==> config.mk <==
export PLATFORM = sky130hd
export DESIGN_NAME = ovfw_top
export DESIGN_NICKNAME = d
export VERILOG_FILES = /design/src/rtl/ovfw_pkg.sv /design/src/rtl/ovfw_regs.sv /design/src/rtl/ovfw_core.sv /design/src/rtl/ovfw_rdmux.sv /design/src/rtl/ovfw_top.sv
export SDC_FILE = /design/constraint.sdc
export NUM_CORES = 1
export LEC_CHECK = 0
export BUFFER_PORTS_ARGS = -buffer_cell sky130_fd_sc_hd__buf_4
export CORE_MARGIN = 10
export CORE_UTILIZATION = 30
export CTS_CLUSTER_DIAMETER = 120
export DETAILED_ROUTE_END_ITERATION = 10
export MAX_ROUTING_LAYER = met4
export SYNTH_ARGS = -nofsm -noshare
export SYNTH_HDL_FRONTEND = slang
export SYNTH_HIERARCHICAL = 1
export SYNTH_SLANG_ARGS = --single-unit
==> constraint.sdc <==
create_clock -name clk -period 7.2 [get_ports clk]
set_clock_uncertainty 0.05 [all_clocks]
set_input_delay 1.44 -clock clk [delete_from_list [all_inputs] [get_ports clk]]
set_output_delay 1.44 -clock clk [all_outputs]
set_load 0.1 [all_outputs]
==> src/rtl/ovfw_pkg.sv <==
// Package ovfw_pkg
// Shared bank codes for the overflow-count register window.
// Assumes a 3-bit bank field; codes not listed here are unused.
package ovfw_pkg;
    typedef enum logic [2:0] {
        BANK_LIVE = 3'd0,
        BANK_CAPT = 3'd1,
        BANK_PER  = 3'd2,
        BANK_CMP1 = 3'd3,
        BANK_CMP2 = 3'd4
    } bank_e;
endpackage

==> src/rtl/ovfw_regs.sv <==
// Module ovfw_regs
// Staging registers for the byte-serial write path, plus the period
// and compare targets. Low-order bytes land in staging registers that
// all banks share. A write to the top byte commits the full word to the
// selected target, or hands it to the counter when the live bank is
// selected. Assumes CNT_W is a multiple of BYTE_W and at least two
// bytes wide.
module ovfw_regs
    import ovfw_pkg::*;
#(
    parameter int CNT_W  = 24,
    parameter int BYTE_W = 8,
    parameter int AW     = 2
) (
    input  logic              clk,
    input  logic              rst_n,
    input  logic [2:0]        bank_i,
    input  logic [AW-1:0]     byte_idx_i,
    input  logic              wr_en_i,
    input  logic [BYTE_W-1:0] wdata_i,
    output logic [CNT_W-1:0]  period_o,
    output logic [CNT_W-1:0]  cmp1_o,
    output logic [CNT_W-1:0]  cmp2_o,
    output logic              live_wr_o,
    output logic [CNT_W-1:0]  live_val_o
);
    localparam int NBYTES = CNT_W / BYTE_W;
    localparam logic [AW-1:0] TOP_IDX = AW'(NBYTES - 1);

    logic [NBYTES-2:0][BYTE_W-1:0] stage_q;
    logic                          commit;
    logic [CNT_W-1:0]              commit_val;

    // One staging byte per low-order byte position.
    for (genvar b = 0; b < NBYTES - 1; b++) begin : g_stage
        // Capture a low-order byte write for a later commit.
        always_ff @(posedge clk) begin
            if (!rst_n)
                stage_q[b] <= '0;
            else if (wr_en_i && byte_idx_i == AW'(b))
                stage_q[b] <= wdata_i;
        end
    end

    // Build the committed word from the top byte and the staged bytes.
    always_comb begin
        commit     = wr_en_i && (byte_idx_i == TOP_IDX);
        commit_val = {wdata_i, stage_q};
        live_wr_o  = commit && (bank_i == BANK_LIVE);
        live_val_o = commit_val;
    end

    // Update the period and compare targets on a top-byte commit.
    always_ff @(posedge clk) begin
        if (!rst_n) begin
            period_o <= '1;
            cmp1_o   <= '1;
            cmp2_o   <= '1;
        end else if (commit) begin
            if (bank_i == BANK_PER)  period_o <= commit_val;
            if (bank_i == BANK_CMP1) cmp1_o   <= commit_val;
            if (bank_i == BANK_CMP2) cmp2_o   <= commit_val;
        end
    end

    // a low-order byte write leaves every target unchanged.
    assert_partial_hold_R6: assert property (@(posedge clk) disable iff (!rst_n)
        (wr_en_i && byte_idx_i != TOP_IDX) |=>
            ($stable(period_o) && $stable(cmp1_o) && $stable(cmp2_o)));

    // a period commit loads the staged word in one edge.
    assert_period_commit_R6: assert property (@(posedge clk) disable iff (!rst_n)
        (commit && bank_i == BANK_PER) |=> (period_o == $past(commit_val)));

    // a commit to an unused or read-only bank changes no target.
    assert_bad_bank_R7: assert property (@(posedge clk) disable iff (!rst_n)
        (commit && bank_i != BANK_PER && bank_i != BANK_CMP1 && bank_i != BANK_CMP2) |=>
            ($stable(period_o) && $stable(cmp1_o) && $stable(cmp2_o)));
endmodule

==> src/rtl/ovfw_core.sv <==
// Module ovfw_core
// The overflow counter. It advances on each base-timer pulse, returns
// to zero when the incremented value equals the period, and raises
// period and compare strobes in the same cycle as the transition. A
// live commit takes priority over a pulse and suppresses the strobes.
// Also holds the capture register. Assumes the strobes are sampled by
// logic downstream on the same clock.
module ovfw_core #(
    parameter int CNT_W = 24
) (
    input  logic             clk,
    input  logic             rst_n,
    input  logic             tick_i,
    input  logic             capture_i,
    input  logic             live_wr_i,
    input  logic [CNT_W-1:0] live_val_i,
    input  logic [CNT_W-1:0] period_i,
    input  logic [CNT_W-1:0] cmp1_i,
    input  logic [CNT_W-1:0] cmp2_i,
    output logic [CNT_W-1:0] cnt_o,
    output logic [CNT_W-1:0] cap_o,
    output logic             period_evt_o,
    output logic             cmp1_evt_o,
    output logic             cmp2_evt_o
);
    logic [CNT_W-1:0] incr;
    logic [CNT_W-1:0] next_cnt;
    logic             hit_period;
    logic             advance;

    // Work out the next count and the strobes raised by this pulse.
    always_comb begin
        incr         = cnt_o + CNT_W'(1);
        hit_period   = (incr == period_i);
        next_cnt     = hit_period ? '0 : incr;
        advance      = tick_i && !live_wr_i;
        period_evt_o = advance && hit_period;
        cmp1_evt_o   = advance && (next_cnt == cmp1_i);
        cmp2_evt_o   = advance && (next_cnt == cmp2_i);
    end

    // Counter register: commit first, then advance on a pulse.
    always_ff @(posedge clk) begin
        if (!rst_n)
            cnt_o <= '0;
        else if (live_wr_i)
            cnt_o <= live_val_i;
        else if (tick_i)
            cnt_o <= next_cnt;
    end

    // Capture register: snapshot of the count on a capture strobe.
    always_ff @(posedge clk) begin
        if (!rst_n)
            cap_o <= '0;
        else if (capture_i)
            cap_o <= cnt_o;
    end

    // reset clears the count.
    assert_reset_zero_R1: assert property (@(posedge clk)
        !rst_n |=> (cnt_o == '0 && cap_o == '0));

    // no pulse and no commit means the count holds.
    assert_hold_R2: assert property (@(posedge clk) disable iff (!rst_n)
        (!tick_i && !live_wr_i) |=> $stable(cnt_o));

    // the period strobe is followed by a count of zero.
    assert_wrap_zero_R3: assert property (@(posedge clk) disable iff (!rst_n)
        period_evt_o |=> (cnt_o == '0));

    // no strobe is raised without a pulse.
    assert_evt_needs_tick_R3: assert property (@(posedge clk) disable iff (!rst_n)
        (period_evt_o || cmp1_evt_o || cmp2_evt_o) |-> tick_i);

    // a compare strobe lands the count on that compare value.
    assert_cmp1_land_R4: assert property (@(posedge clk) disable iff (!rst_n)
        cmp1_evt_o |=> (cnt_o == $past(cmp1_i)));
    assert_cmp2_land_R4: assert property (@(posedge clk) disable iff (!rst_n)
        cmp2_evt_o |=> (cnt_o == $past(cmp2_i)));

    // the capture register only moves on a capture strobe.
    assert_cap_hold_R8: assert property (@(posedge clk) disable iff (!rst_n)
        !capture_i |=> $stable(cap_o));

    // a live commit wins and no strobe fires with it.
    assert_commit_wins_R9: assert property (@(posedge clk) disable iff (!rst_n)
        live_wr_i |-> !(period_evt_o || cmp1_evt_o || cmp2_evt_o));
endmodule

==> src/rtl/ovfw_rdmux.sv <==
// Module ovfw_rdmux
// Read side of the window: the shadow latch for the live count's upper
// bytes, and the byte mux over all banks. The read data is
// combinational. A read strobe only arms the shadow latch. Assumes
// CNT_W is a multiple of BYTE_W.
module ovfw_rdmux
    import ovfw_pkg::*;
#(
    parameter int CNT_W  = 24,
    parameter int BYTE_W = 8,
    parameter int AW     = 2
) (
    input  logic              clk,
    input  logic              rst_n,
    input  logic [2:0]        bank_i,
    input  logic [AW-1:0]     byte_idx_i,
    input  logic              rd_en_i,
    input  logic [CNT_W-1:0]  cnt_i,
    input  logic [CNT_W-1:0]  cap_i,
    input  logic [CNT_W-1:0]  period_i,
    input  logic [CNT_W-1:0]  cmp1_i,
    input  logic [CNT_W-1:0]  cmp2_i,
    output logic [BYTE_W-1:0] rdata_o
);
    localparam int NBYTES = CNT_W / BYTE_W;
    localparam int SHW    = CNT_W - BYTE_W;

    logic [SHW-1:0]   shadow_q;
    logic             latch_rd;
    logic [CNT_W-1:0] view;

    // Decode the read that arms the shadow latch.
    always_comb latch_rd = rd_en_i && (bank_i == BANK_LIVE) && (byte_idx_i == '0);

    // Shadow latch for the live count's upper bytes.
    always_ff @(posedge clk) begin
        if (!rst_n)
            shadow_q <= '0;
        else if (latch_rd)
            shadow_q <= cnt_i[CNT_W-1:BYTE_W];
    end

    // Pick the 24-bit view for the bank, then the addressed byte.
    always_comb begin
        case (bank_i)
            BANK_LIVE: view = {shadow_q, cnt_i[BYTE_W-1:0]};
            BANK_CAPT: view = cap_i;
            BANK_PER:  view = period_i;
            BANK_CMP1: view = cmp1_i;
            BANK_CMP2: view = cmp2_i;
            default:   view = '0;
        endcase
        rdata_o = '0;
        for (int b = 0; b < NBYTES; b++) begin
            if (byte_idx_i == AW'(b))
                rdata_o = view[b*BYTE_W +: BYTE_W];
        end
    end

    // a low-byte read of the live bank latches the upper bytes.
    assert_shadow_load_R5: assert property (@(posedge clk) disable iff (!rst_n)
        latch_rd |=> (shadow_q == $past(cnt_i[CNT_W-1:BYTE_W])));

    // without such a read the shadow stays put.
    assert_shadow_hold_R5: assert property (@(posedge clk) disable iff (!rst_n)
        !latch_rd |=> $stable(shadow_q));
endmodule

==> src/rtl/ovfw_top.sv <==
// Module ovfw_top
// Banked overflow-count window. The staging and target registers, the
// counter core and the read mux are joined here. Assumes one clock
// domain and pulse inputs that last one cycle each.
module ovfw_top #(
    parameter int CNT_W  = 24,
    parameter int BYTE_W = 8,
    parameter int AW     = $clog2(CNT_W / BYTE_W)
) (
    input  logic              clk,
    input  logic              rst_n,
    input  logic              ovf_tick_i,
    input  logic              capture_i,
    input  logic [2:0]        bank_i,
    input  logic [AW-1:0]     byte_idx_i,
    input  logic              wr_en_i,
    input  logic              rd_en_i,
    input  logic [BYTE_W-1:0] wdata_i,
    output logic [BYTE_W-1:0] rdata_o,
    output logic              period_evt_o,
    output logic              cmp1_evt_o,
    output logic              cmp2_evt_o
);
    logic [CNT_W-1:0] period_w;
    logic [CNT_W-1:0] cmp1_w;
    logic [CNT_W-1:0] cmp2_w;
    logic [CNT_W-1:0] cnt_w;
    logic [CNT_W-1:0] cap_w;
    logic [CNT_W-1:0] live_val_w;
    logic             live_wr_w;

    ovfw_regs #(.CNT_W(CNT_W), .BYTE_W(BYTE_W), .AW(AW)) u_regs (
        .clk        (clk),
        .rst_n      (rst_n),
        .bank_i     (bank_i),
        .byte_idx_i (byte_idx_i),
        .wr_en_i    (wr_en_i),
        .wdata_i    (wdata_i),
        .period_o   (period_w),
        .cmp1_o     (cmp1_w),
        .cmp2_o     (cmp2_w),
        .live_wr_o  (live_wr_w),
        .live_val_o (live_val_w)
    );

    ovfw_core #(.CNT_W(CNT_W)) u_core (
        .clk          (clk),
        .rst_n        (rst_n),
        .tick_i       (ovf_tick_i),
        .capture_i    (capture_i),
        .live_wr_i    (live_wr_w),
        .live_val_i   (live_val_w),
        .period_i     (period_w),
        .cmp1_i       (cmp1_w),
        .cmp2_i       (cmp2_w),
        .cnt_o        (cnt_w),
        .cap_o        (cap_w),
        .period_evt_o (period_evt_o),
        .cmp1_evt_o   (cmp1_evt_o),
        .cmp2_evt_o   (cmp2_evt_o)
    );

    ovfw_rdmux #(.CNT_W(CNT_W), .BYTE_W(BYTE_W), .AW(AW)) u_rdmux (
        .clk        (clk),
        .rst_n      (rst_n),
        .bank_i     (bank_i),
        .byte_idx_i (byte_idx_i),
        .rd_en_i    (rd_en_i),
        .cnt_i      (cnt_w),
        .cap_i      (cap_w),
        .period_i   (period_w),
        .cmp1_i     (cmp1_w),
        .cmp2_i     (cmp2_w),
        .rdata_o    (rdata_o)
    );
endmodule

* Word-level counts from Yosys, hierarchy flattened
Cells that the tools add are included.
Widths: inputs -> output; s select.
** Word-level totals
- Register bits after elaboration :: 152
- Output and inout bits :: 11
- Word-level logic and storage cells :: 42
- Bits of input ports :: 19
** Operators by class
- Reductions and logical operators :: 17
- Multiplexer cells :: 7
- Add/sub/neg operators :: 1
- Equality and inequality tests :: 9
** Operators by type and width (count)
- $pmux 24 s5 :: 1
- $eq 24x24->1 :: 3
- $mux 24 :: 3
- $add 24x1->24 const B :: 1
- $mux 8 :: 3
- $logic_and 1x1->1 :: 10
- $eq 3x2->1 const B :: 2
- $reduce_and 2->1 :: 3
- $eq 3x1->1 const B :: 1
- $eq 3x3->1 const B :: 1
- $logic_not 3->1 :: 1
- $eq 2x1->1 const B :: 1
- $eq 2x2->1 const B :: 1
- $logic_not 2->1 :: 1
- $reduce_bool 2->1 :: 1
- $logic_not 1->1 :: 1

* Longest topological paths before layout
- Depth after elaboration :: 6
- Gate-level depth with buffers :: 14
- Mapped depth without buffers :: 11

* Hierarchy
Netlist, hierarchy kept.
** By module, submodules not included
- ovfw_core :: seq. area each 960.9 sq um, times used 1, cells an instance 606, area an instance 4727.0 sq um
- ovfw_regs :: seq. area each 1761.7 sq um, times used 1, cells an instance 343, area an instance 3438.3 sq um
- ovfw_rdmux :: seq. area each 320.3 sq um, times used 1, cells an instance 236, area an instance 1844.3 sq um

* Least setup slack after synthesis
No wires, ideal clock.
- Kind :: input -> output
- Start point :: in byte_idx_i[1]
- End point :: out cmp1_evt_o
- Data required time :: 5.710 ns
- Cell stages on the path :: 11
- Path buffers :: 3
- Arrival time :: 6.059 ns
- Slack :: -0.349 ns
- Cell sequence :: or4b_1 > buf_2 > clkbuf_1 > nor3b_1 > clkbuf_1 > nor2_1 > o221ai_1 > nor4_1 > o21ai_0 > a22o_1 > nor4_1
** Between the ends
- Longest elaborated chain between the ends :: 6
** RTL lines
- start, declared :: line ovfw_top.sv:15 : input logic [AW-1:0] byte_idx_i,
- $eq 2x2->1 :: line ovfw_regs.sv:47 : commit = wr_en_i && (byte_idx_i == TOP_IDX);
- $logic_and 1x1->1 :: line ovfw_regs.sv:47
- $logic_and 1x1->1 :: line ovfw_regs.sv:49 : live_wr_o = commit && (bank_i == BANK_LIVE);
- via live_wr_w :: line ovfw_top.sv:30 : logic live_wr_w;
- $logic_not 1->1 :: line ovfw_core.sv:36 : advance = tick_i && !live_wr_i;
- $logic_and 1x1->1 :: line ovfw_core.sv:36
- $logic_and 1x1->1 :: line ovfw_core.sv:38 : cmp1_evt_o = advance && (next_cnt == cmp1_i);
- end, declared :: line ovfw_top.sv:21 : output logic cmp1_evt_o,
The timed path passes the listed nets, and every way through them passes these cells.

* Worst setup path after layout
- Start point :: reg u_core.cnt_o[5]
- End point :: out cmp1_evt_o
** Between the ends
- Longest elaborated chain between the ends :: 5
** RTL lines
- start, declared :: line ovfw_core.sv:20 : output logic [CNT_W-1:0] cnt_o,
- start signal, assigned :: line ovfw_core.sv:47 : cnt_o <= live_val_i;
- start signal, assigned :: line ovfw_core.sv:49 : cnt_o <= next_cnt;
- $add 24x1->24 (*) :: line ovfw_core.sv:33 : incr = cnt_o + CNT_W'(1);
- $eq 24x24->1 :: line ovfw_core.sv:34 : hit_period = (incr == period_i);
- $mux 24 (*) :: line ovfw_core.sv:35 : next_cnt = hit_period ? '0 : incr;
- $eq 24x24->1 (*) :: line ovfw_core.sv:38
- $logic_and 1x1->1 (*) :: line ovfw_core.sv:38
Every way passes the cells marked *; elsewhere a longest branch is shown, timed or not.

==> flow_summary.ini <==
[die]
row_count = 66
ios = 30
dieHeight_um = 203
start_util_pct = 30.6
die-area_sq_mm = 0.0411
coreArea_sq_mm = 0.0327
die_w_um = 203

[synth]
synth_nets = 1206
synth_top_area_cell = dfxtp_1
avgSynthCellArea_sq_um = 8.45
yosys_register_bits = 152
ys_types = 93
synth_top_area_share_pct = 30.4
ys_seq_area_share_pct = 30.4
synth_area_leaders = dfxtp_1 30%, mux2i_1 6.7%, o21ai_0 4.5%
synthesis.area_sq_mm = 0.0100
synth_most_common_cell = dfxtp_1
synth_flop_cell = dfxtp_1
ys_top_cells_by_count = 152 x dfxtp_1, 93 x nand2_1, 90 x o21ai_0
synth-edff-count = 0
synth_cells = 1185
async_reset_ff_share_pct = 0
synth_warnings = 6

[pwr]
p_leak_nw = 3.88
total_power_mw = 2.13
power_density_mw_per_mm2 = 193
vdd_drop_max_mv = 0.164

[grt]
grt_overflow = 0
grt_pass1_wl_um = 64200
grt_usage_pct = 21.4
grt_pass1_vias = 9218
use_met1_pct = 28.3
gr-max-usage-layer = met2
grtUsageMet3_pct = 3.57
grt_max_degree = 74
antenna_found_initial = 0
use_met2_pct = 32.3

[route]
wl_per_cell_um = 27.5
drtIter0Drc = 1270
vias = 9868
drc = 0
wirelength_um = 44100
antenna_left = 0
vias_per_cell = 6.16
first_pass_iters = 6

[worst_hold_path]
hold_path.class = reg -> reg
whs_endpoint = u_rdmux/shadow_q[13]
holdPathStages = 2
min-delay-start = u_rdmux/shadow_q[13]

[cts]
post_cts_buffers = 0
cts_tree = built
cts.repair.resized = 0
cts_buffer_depth = 2
clock_latency_ps = 440
clkTransAtPathRegs_ps = 60
ctsHoldBuffers = 0
cts_num_sinks = 152
clock-root-buffer = clkbuf_16
cts_max_level = 4
cts_inserted_buffers = 17

[sta]
hold_viol = 0
period_needed_ps = 6740
setup-tns-final_ps = 0
rsz0062_at_grt = false
slew_viol_final = 0
setup_violations = 0
slew_headroom_pct = 26.1
tightestPinTransition_ps = 1100
post-route-period-util_pct = 93.7
fmax_mhz = 148

[worst_setup_path]
cp_data_required_time_ps = 5710
worstRegToRegCells = 10
crit_buf_inv = 1
slowest_delay_ps = 740
cp_top_family = simple AND/OR/NAND/NOR gates
critical_path_class = reg -> out
cp-end-kind = output pin
cp-start-kind = flip-flop
r2r_start = u_core/cnt_o[5]
regToRegSetupSlack_ps = 2080
worstReg2RegEnd = u_core/cnt_o[8]
crit_arrival_ps = 5250
crit_path_max_fanout = 17
cp_slowest_cell = or4_4
cp_cell_sequence = nand4_1 > or4_4 > or3_1 > and2_1 > nor4_1 > nand3_1 > or4_1 > a211oi_1 > o221ai_1 > nor4_2 > buf_4

[placement]
portBuffers = 29
finalWeightedCongestion = 1.02
dp_hpwl_um = 32200
dp_cells = 1571

[outcome]
outcome = finished clean

[layout]
drive_above_1_share_pct = 12.9
num_antenna_cells = 0
nNetsFinal = 1169
syn2layout_area_growth_pct = 10.4
instances_no_fill = 1601

[job]
max_cap_viol_count = 0
-- cells in the final DEF, fill, tap and decap left out, drive strengths merged, types with 7 or more instances in the layout --
master	n
a21oi	41
nand4	21
buf	56
o221ai	15
o311ai	27
and2	10
nor3	27
o211ai	51
nand3	17
nor2b	48
nor4	23
o211a	15
nand3b	10
mux2i	67
a221oi	8
mux2	9
a21boi	17
nor2	55
inv	39
nand2	93
o22ai	9
dfxtp	152
and3	7
a221o	8
a31oi	9
a211oi	9
clkbuf	22
xnor2	36
o21ai	120
nand2b	12
xor2	19
-- tightest hold or removal path, delay by kind of cell (launching register included) --
family	cells	cell delay (ps)
simple gates	1	50
flops	1	310
compound gates	1	50
-- worst max path at each step --
stage	from	to	slack, ps	cells after the start
after floorplan	byte_idx_i[1]	cmp1_evt_o	790	11
after global placement	u_core/cnt_o[5]	cmp1_evt_o	980	11
after detailed placement	u_core/cnt_o[5]	cmp1_evt_o	970	11
after CTS	u_core/cnt_o[5]	cmp1_evt_o	450	11
after global routing	u_core/cnt_o[5]	cmp1_evt_o	190	10
final	u_core/cnt_o[5]	cmp1_evt_o	460	11
-- where the power goes --
part | leakage [nW] | switching [mW] | total, mW | internal [mW]
Sequential | 1.23 | 0.0245 | 0.878 | 0.853
Combinational | 2.33 | 0.175 | 0.252 | 0.0769
Clock | 0.310 | 0.371 | 1.00 | 0.630
Total | 3.88 | 0.570 | 2.13 | 1.56
-- flip-flops by register name, indices dropped and copies added (netlist names) --
signal	cells
u_core/cap_o	24
u_core/cnt_o	24
u_rdmux/shadow_q	16
u_regs/cmp1_o	24
u_regs/cmp2_o	24
u_regs/live_val_o	16
u_regs/period_o	24
-- cell type report --
cell class | instances | area (sq um)
fill | 3462 | 21700
timing repair buffer | 56 | 420
tap | 442 | 553
clock inverter | 8 | 169
clock buffer | 22 | 464
inverter | 38 | 143
multi-input combinational | 883 | 6250
sequential | 152 | 3040
-- logic make-up (layout without fill, tap and decap cells) --
logic type / Yosys count / count (layout) / synth area share (%)
xor gates and xnor gates: 58 / 58 / 5.49
AOI/OAI and AO/OA: 379 / 379 / 27.3
muxes: 82 / 82 / 9.14
and+or+nand+nor: 362 / 362 / 20.1
adders and majority gates: 2 / 2 / 0.250
buffers and inverters: 150 / 124 / 7.38
DFF: 152 / 152 / 30.4
-- routing by layer --
layer	share of wire, %	vias to the layer above
met4	3.5	0
li1	-	4349
met1	45	4928
met3	7.9	86
met5	0	-
met2	44	505
-- metrics by stage --
step / area, sq um / utilization, % / setup WS (ps) / hold slack, ps
2_1_floorplan: 10000 / - / 792 / 377
3_3_place_gp: 10400 / 31.8 / 980 / 390
3_5_place_dp: 10400 / 31.8 / 968 / 394
4_1_cts: 11000 / 33.8 / 454 / 402
5_1_grt: 11000 / 33.8 / 187 / 432
6_report: 11000 / 33.8 / 457 / 405
(Power assumes the default switching activity.)
